### src/rtl/bcrs_pkg.sv
package bcrs_pkg;
  typedef enum logic [1:0] {
    POL_NONE     = 2'b00,
    POL_SAME     = 2'b01,
    POL_ALT      = 2'b10,
    POL_ALT_SAME = 2'b11
  } rpol_e;

  typedef enum logic {
    ST_IDLE = 1'b0,
    ST_WAIT = 1'b1
  } seq_st_e;

  localparam int unsigned MAX_TMO_US = 42;
  localparam int unsigned ATT_W      = 2;

  // Response window in microseconds for each select code.
  function automatic int unsigned tmo_us(input logic [1:0] sel);
    case (sel)
      2'b00:   tmo_us = 14;
      2'b01:   tmo_us = 18;
      2'b10:   tmo_us = 26;
      default: tmo_us = 42;
    endcase
  endfunction
endpackage

### src/rtl/bcrs_timer.sv
module bcrs_timer
  import bcrs_pkg::*;
#(
  parameter int unsigned TICKS_PER_US = 20,
  localparam int unsigned CW = $clog2(MAX_TMO_US * TICKS_PER_US + 1)
) (
  input  logic       clk,
  input  logic       rst_n,
  input  logic       restart,
  input  logic       run,
  input  logic [1:0] sel,
  output logic       expired
);
  logic [CW-1:0] cnt_q, cnt_d, lim_m1;

  always_comb begin
    lim_m1  = CW'(tmo_us(sel) * TICKS_PER_US - 1);
    expired = run && (cnt_q == lim_m1);
    cnt_d   = cnt_q;
    if (restart)                cnt_d = '0;
    else if (run && !expired)   cnt_d = cnt_q + 1'b1;
  end

  always_ff @(posedge clk or negedge rst_n) begin
    if (!rst_n) cnt_q <= '0;
    else        cnt_q <= cnt_d;
  end


  cnt_bound_chk: assert property (@(posedge clk) disable iff (!rst_n)
    run |-> (cnt_q <= lim_m1));
endmodule

### src/rtl/bcrs_plan.sv
module bcrs_plan
  import bcrs_pkg::*;
(
  input  rpol_e            pol,
  input  logic             rty_en,
  input  logic [ATT_W-1:0] att,
  input  logic             obus,
  output logic             more,
  output logic             nbus
);
  logic [ATT_W:0] total;

  always_comb begin
    if (!rty_en)                  total = 3'd1;
    else begin
      case (pol)
        POL_NONE:     total = 3'd1;
        POL_ALT_SAME: total = 3'd3;
        default:      total = 3'd2;
      endcase
    end
    more = ({1'b0, att} + 3'd1) < total;
    case (pol)
      POL_ALT:      nbus = ~obus;
      POL_ALT_SAME: nbus = (att == '0) ? ~obus : obus;
      default:      nbus = obus;
    endcase
  end
endmodule

### src/rtl/bcrs_ctrl.sv
module bcrs_ctrl
  import bcrs_pkg::*;
(
  input  logic             clk,
  input  logic             rst_n,
  input  logic             msg_start,
  input  logic             msg_bus,
  input  logic [1:0]       pol_in,
  input  logic             glb_en,
  input  logic             loc_en,
  input  logic [1:0]       sel_in,
  input  logic             bus_sw_en,
  input  logic             rsp_ok,
  input  logic             rsp_err,
  input  logic             expired,
  input  logic             more,
  input  logic             nbus,
  output rpol_e            pol_q,
  output logic             rty_q,
  output logic [ATT_W-1:0] att_q,
  output logic             obus_q,
  output logic [1:0]       sel_q,
  output logic             tmr_restart,
  output logic             tmr_run,
  output logic             tx_req,
  output logic             tx_bus,
  output logic             evt_timeout,
  output logic             evt_error,
  output logic             evt_retry,
  output logic             evt_eom,
  output logic             cmp_ok,
  output logic             cmp_bus,
  output logic [ATT_W-1:0] cmp_att,
  output logic             def_bus,
  output logic             busy
);
  seq_st_e          st_q, st_d;
  rpol_e            pol_d;
  logic             rty_d, obus_d, cbus_q, cbus_d;
  logic [ATT_W-1:0] att_d, catt_q, catt_d;
  logic [1:0]       sel_d;
  logic             txr_q, txr_d, tmo_q, tmo_d, err_q, err_d, rty_ev_q, rty_ev_d;
  logic             eom_q, eom_d, cok_q, cok_d, cmpb_q, cmpb_d, dbus_q, dbus_d;
  logic             fail;

  always_comb begin
    st_d = st_q;   pol_d = pol_q;  rty_d = rty_q;  obus_d = obus_q;
    cbus_d = cbus_q; att_d = att_q; sel_d = sel_q; catt_d = catt_q;
    cok_d = cok_q; cmpb_d = cmpb_q; dbus_d = dbus_q;
    txr_d = 1'b0; tmo_d = 1'b0; err_d = 1'b0; rty_ev_d = 1'b0; eom_d = 1'b0;
    fail = 1'b0;
    case (st_q)
      ST_IDLE: begin
        if (msg_start) begin
          st_d   = ST_WAIT;
          txr_d  = 1'b1;
          cbus_d = msg_bus;
          obus_d = msg_bus;
          att_d  = '0;
          pol_d  = rpol_e'(pol_in);
          rty_d  = glb_en | loc_en;
          sel_d  = sel_in;
        end
      end
      default: begin
        fail = rsp_err | (expired & ~rsp_ok);
        if (rsp_err)                    err_d = 1'b1;
        else if (expired && !rsp_ok)    tmo_d = 1'b1;
        if (rsp_ok && !rsp_err) begin
          st_d   = ST_IDLE;
          eom_d  = 1'b1;
          cok_d  = 1'b1;
          cmpb_d = cbus_q;
          catt_d = att_q;
          if (bus_sw_en && (att_q != '0)) dbus_d = cbus_q;
        end else if (fail) begin
          if (more) begin
            txr_d    = 1'b1;
            rty_ev_d = 1'b1;
            cbus_d   = nbus;
            att_d    = att_q + 1'b1;
          end else begin
            st_d   = ST_IDLE;
            eom_d  = 1'b1;
            cok_d  = 1'b0;
            cmpb_d = cbus_q;
            catt_d = att_q;
          end
        end
      end
    endcase
  end

  always_ff @(posedge clk or negedge rst_n) begin
    if (!rst_n) begin
      st_q <= ST_IDLE;  pol_q <= POL_NONE; rty_q <= 1'b0; obus_q <= 1'b0;
      cbus_q <= 1'b0;   att_q <= '0;       sel_q <= '0;   catt_q <= '0;
      cok_q <= 1'b0;    cmpb_q <= 1'b0;    dbus_q <= 1'b0;
      txr_q <= 1'b0;    tmo_q <= 1'b0;     err_q <= 1'b0;
      rty_ev_q <= 1'b0; eom_q <= 1'b0;
    end else begin
      st_q <= st_d;     pol_q <= pol_d;    rty_q <= rty_d; obus_q <= obus_d;
      cbus_q <= cbus_d; att_q <= att_d;    sel_q <= sel_d; catt_q <= catt_d;
      cok_q <= cok_d;   cmpb_q <= cmpb_d;  dbus_q <= dbus_d;
      txr_q <= txr_d;   tmo_q <= tmo_d;    err_q <= err_d;
      rty_ev_q <= rty_ev_d; eom_q <= eom_d;
    end
  end

  assign tmr_restart = txr_d;
  assign tmr_run     = (st_q == ST_WAIT);
  assign tx_req      = txr_q;
  assign tx_bus      = cbus_q;
  assign evt_timeout = tmo_q;
  assign evt_error   = err_q;
  assign evt_retry   = rty_ev_q;
  assign evt_eom     = eom_q;
  assign cmp_ok      = cok_q;
  assign cmp_bus     = cmpb_q;
  assign cmp_att     = catt_q;
  assign def_bus     = dbus_q;
  assign busy        = (st_q == ST_WAIT);


  launch_chk: assert property (@(posedge clk) disable iff (!rst_n)
    (st_q == ST_IDLE && msg_start) |=> (tx_req && tx_bus == $past(msg_bus)));

  att_bound_chk: assert property (@(posedge clk) disable iff (!rst_n)
    att_q <= 2'd2);

  evt_excl_chk: assert property (@(posedge clk) disable iff (!rst_n)
    !(evt_timeout && evt_error));

  ok_end_chk: assert property (@(posedge clk) disable iff (!rst_n)
    (evt_eom && cmp_ok) |-> (!tx_req && !evt_retry && !busy));

  fail_end_chk: assert property (@(posedge clk) disable iff (!rst_n)
    (evt_eom && !cmp_ok) |-> ((evt_timeout || evt_error) && !tx_req));

  defbus_chk: assert property (@(posedge clk) disable iff (!rst_n)
    (def_bus != $past(def_bus)) |-> (evt_eom && cmp_ok && cmp_att != 2'd0));
endmodule

### src/rtl/bc_retry_seq.sv
module bc_retry_seq
  import bcrs_pkg::*;
#(
  parameter int unsigned TICKS_PER_US = 20
) (
  input  logic       clk,
  input  logic       rst_n,
  input  logic       msg_start,
  input  logic       msg_bus,
  input  logic [1:0] retry_pol,
  input  logic       glb_retry_en,
  input  logic       loc_retry_en,
  input  logic [1:0] tmo_sel,
  input  logic       bus_sw_en,
  input  logic       rsp_ok,
  input  logic       rsp_err,
  output logic       tx_req,
  output logic       tx_bus,
  output logic       evt_timeout,
  output logic       evt_error,
  output logic       evt_retry,
  output logic       evt_eom,
  output logic       cmp_ok,
  output logic       cmp_bus,
  output logic [1:0] cmp_att,
  output logic       def_bus,
  output logic       busy
);
  rpol_e            pol_q;
  logic             rty_q, obus_q, more, nbus, expired, tmr_restart, tmr_run;
  logic [ATT_W-1:0] att_q;
  logic [1:0]       sel_q;

  bcrs_timer #(.TICKS_PER_US(TICKS_PER_US)) u_timer (
    .clk(clk), .rst_n(rst_n), .restart(tmr_restart), .run(tmr_run),
    .sel(sel_q), .expired(expired)
  );

  bcrs_plan u_plan (
    .pol(pol_q), .rty_en(rty_q), .att(att_q), .obus(obus_q),
    .more(more), .nbus(nbus)
  );

  bcrs_ctrl u_ctrl (
    .clk(clk), .rst_n(rst_n), .msg_start(msg_start), .msg_bus(msg_bus),
    .pol_in(retry_pol), .glb_en(glb_retry_en), .loc_en(loc_retry_en),
    .sel_in(tmo_sel), .bus_sw_en(bus_sw_en), .rsp_ok(rsp_ok), .rsp_err(rsp_err),
    .expired(expired), .more(more), .nbus(nbus),
    .pol_q(pol_q), .rty_q(rty_q), .att_q(att_q), .obus_q(obus_q), .sel_q(sel_q),
    .tmr_restart(tmr_restart), .tmr_run(tmr_run),
    .tx_req(tx_req), .tx_bus(tx_bus), .evt_timeout(evt_timeout),
    .evt_error(evt_error), .evt_retry(evt_retry), .evt_eom(evt_eom),
    .cmp_ok(cmp_ok), .cmp_bus(cmp_bus), .cmp_att(cmp_att),
    .def_bus(def_bus), .busy(busy)
  );
endmodule

### config.mk
export PLATFORM = sky130hd
export DESIGN_NAME = bc_retry_seq
export DESIGN_NICKNAME = d
export VERILOG_FILES = /design/src/rtl/bcrs_pkg.sv /design/src/rtl/bcrs_timer.sv /design/src/rtl/bcrs_plan.sv /design/src/rtl/bcrs_ctrl.sv /design/src/rtl/bc_retry_seq.sv
export SDC_FILE = /design/constraint.sdc
export NUM_CORES = 1
export LEC_CHECK = 0
export BUFFER_PORTS_ARGS = -buffer_cell sky130_fd_sc_hd__buf_2
export CORE_MARGIN = 3
export CORE_UTILIZATION = 35
export DETAILED_ROUTE_END_ITERATION = 6
export PLACE_DENSITY = 0.51
export SYNTH_ARGS = -nofsm -noshare
export SYNTH_HDL_FRONTEND = slang
export SYNTH_SLANG_ARGS = --single-unit
### constraint.sdc
create_clock -name clk -period 6.1 [get_ports clk]
set_clock_uncertainty 0.05 [all_clocks]
set_input_delay 1.22 -clock clk [delete_from_list [all_inputs] [get_ports clk]]
set_output_delay 1.22 -clock clk [all_outputs]
set_load 0.01 [all_outputs]
==> impl_metrics.py <==
metrics = {
    "status": {
        "status": "finished clean",
    },
    "critical_path": {
        "cp_max_fo": 8,
        "cp.arrival_ns": 3.13,
        "cp-start-kind": "flip-flop",
        "crit_chain": "inv_1, ha_1, nor2b_1, fa_1, o311ai_1, o21ai_1, or2_2, o211ai_1",
        "r2r_end": "u_timer.cnt_q[7]",
        "crit_path_max_incr_delay_ns": 0.63,
        "reg2regPathDepth": 8,
        "reg2reg_slack_ns": 3.12,
        "cp-startpoint": "u_ctrl.pol_q[0]",
        "r2r-start": "u_ctrl.pol_q[0]",
        "critPathKind": "reg -> reg",
        "critical_path.endpoint": "u_timer.cnt_q[7]",
        "cp-end-kind": "flip-flop",
        "worstPathRequired_ns": 6.25,
        "crit_slowest_cell": "o311ai_1",
    },
    "global_route": {
        "antenna_found_initial": 0,
        "grt_pass1_vias": 1308,
        "grt_pass1_wl_mm": 6.53,
        "grt_overflow": 0,
        "grt_usage_pct": 14.0,
        "grt_max_degree": 31,
    },
    "finish": {
        "area_growth_pct": 15.2,
        "multi_input_area_um2": 946,
        "post-route-util_pct": 42.3,
        "drive_gt1_share_pct": 23.3,
        "layout.area.seq_um2": 751,
        "layout.nets": 228,
        "n_antenna_cell": 0,
        "fillers": 484,
    },
    "sta": {
        "drv_slew": 0,
        "worst_pin_slew_ns": 0.946,
        "max_freq_ghz": 0.336,
        "period_share_pct": 48.8,
        "min_period_ns": 2.98,
        "relSlewSlack_pct": 36.3,
        "setup_viol": 0,
        "tns_ns": 0,
        "hold_viol": 0,
        "grt_setup_unrepaired": "false",
    },
    "clock_tree": {
        "cts_setup_buffers": 0,
        "cts-htree-levels": 2,
        "clock_path_buffers": 2,
        "numCtsBuffers": 5,
        "clk_pin_slew_ns": 0.07,
        "cts_tree": "done",
        "clock_latency_ns": 0.29,
        "hold_buffers": 0,
        "cts_resized": 0,
        "cts_root_buf": "clkbuf_8",
        "cts_sinks": 30,
    },
    "logic_synthesis": {
        "synth_largest_area_cell": "dfrtp_1",
        "netlist.area_leader.share_pct": 42.7,
        "ys_seq_area_share_pct": 42.7,
        "ys.flop_type": "dfrtp_1",
        "async_flop_share_pct": 100,
        "synth.ff_latch_count": 30,
        "ys.warnings.count": 0,
        "synth_area_leaders": "dfrtp_1 (43%), ha_1 (8.5%), nand2_1 (5.8%), mux2_2 (3.8%), xnor2_1 (3.0%)",
        "syn_area_um2": 1760,
        "syn_area_per_cell_um2": 10.0,
        "synth-edff-count": 0,
        "synth_nets": 201,
        "synthCells": 175,
        "synth_cell_type_count": 44,
    },
    "floorplanning": {
        "ios": 25,
        "initial_core_util_pct": 36.7,
        "die_y_um": 76.8,
        "die_width_um": 76.8,
        "coreArea_um2": 4790,
        "rows": 25,
        "dieArea_um2": 5910,
    },
    "routing": {
        "routed_wl_mm": 3.89,
        "postRouteAntennaNets": 0,
        "vias": 1352,
        "drt_iter0_drc": 50,
        "drt_pass1_iterations": 4,
        "wire_per_inst_um": 14.5,
        "viasPerCell": 5.03,
        "drc": 0,
    },
    "worst_hold_path": {
        "min_path_type": "reg -> reg",
        "hp-start": "u_ctrl.cmp_bus",
    },
    "place": {
        "gp_congestion": 0.803,
        "io_buffers": 24,
        "hpwl_mm": 2.95,
    },
    "power_and_ir_drop": {
        "leakagePower_nw": 0.917,
        "ir_drop_uv": 254,
        "powerDensity_nw_per_um2": 470,
    },
    "run": {
        "drv_cap": 0,
    },
}
flip-flops by register name, summed over array words and instances, names as in the netlist, 2 cells and up:
register        flops
u_ctrl.att_q        2
u_ctrl.sel_q        2
u_timer.cnt_q      10
u_ctrl.pol_q        2
u_ctrl.cmp_att      2
cells in the final DEF, fill, tap and decap left out, drive strengths merged, types with 2 or more instances in the layout:
master,instances
or3,4
buf,24
nand4,2
clkbuf,5
clkinv,2
o311a,2
o21ai,10
or4,3
nor2,8
nor4,2
xor2,3
o211ai,7
ha,12
mux2,8
nor3,4
dfrtp,30
a21oi,2
nor2b,2
nand3,5
nand2,27
xnor2,6
or2,3
inv,12
o311ai,2
nor3b,2
and2,2
how the worst min path moves through the flow:
stage | end | slack [ns] | cells past startpoint
final | u_ctrl.cmp_bus | 0.45 | 1
after global routing | u_ctrl.cmp_bus | 0.47 | 1
after CTS | u_ctrl.def_bus | 0.46 | 1
after detailed placement | u_ctrl.def_bus | 0.44 | 1
after global placement | u_ctrl.def_bus | 0.43 | 1
after floorplan | u_timer.cnt_q[1] | 0.44 | 2
per-stage QoR:
stage,hold WS (ns),cell area (um^2),instances,setup slack (ns),power (mW)
floorplan,0.440,1760,175,3.38,0.671
global placement,0.432,1950,262,3.16,0.789
detailed placement,0.444,1950,262,3.11,0.803
CTS,0.459,2020,269,3.12,0.962
global route,0.470,2020,269,2.83,1.04
finish,0.454,2020,269,3.12,0.952
cell usage after synthesis, drive strengths merged, types with 2 or more instances:
cell	instances
a21oi	2
and2	2
clkbuf	4
dfrtp	30
ha	12
inv	12
mux2	8
nand2	27
nand3	5
nand4	2
nor2	8
nor2b	2
nor3	4
nor3b	2
nor4	2
o211ai	7
o21ai	10
o311a	2
o311ai	2
or2	3
or3	4
or4	3
xnor2	6
xor2	3
critical path: cells and delay by family, from the launching register on:
family,cells,cell delay [ns]
AO/OA/AOI/OAI,3,1.16
AND/OR/NAND/NOR,2,0.60
flip-flops,1,0.35
buffers and inverters,1,0.07
adder cells (fa/ha/maj),2,0.67
report_power, final:
part | switching (mW) | leakage (nW) | internal (mW) | total (mW)
registers | 0.0626 | 0.384 | 0.263 | 0.326
clock network | 0.0756 | 0.0438 | 0.0764 | 0.152
logic | 0.270 | 0.489 | 0.204 | 0.474
total | 0.408 | 0.917 | 0.544 | 0.952
metal layers:
layer,global-route usage (%),up-vias,share of wire [%]
met1,19.4,659,49
met5,0,-,0
met3,4.81,7,4.3
met4,5.62,0,2.0
met2,20.0,24,44
li1,-,662,-
final cells by class:
class                      count  area share [%]
multi-input combinational    129            46.7
clock inverter                 2           0.494
tap                           67            4.14
inverter                      12            2.22
sequential                    30            37.1
timing repair buffer          24            5.93
clock buffer                   5            3.40
logic make-up after synthesis:
logic type / count (synthesis) / synth area share [%]
mux: 9 / 5.91
flops: 30 / 42.7
simple gates: 70 / 20.6
compound gates: 27 / 11.9
xor+xnor: 10 / 5.77
fa+ha+maj: 13 / 9.69
buf+inv: 16 / 3.42
Power figures use the tool's default switching activity.
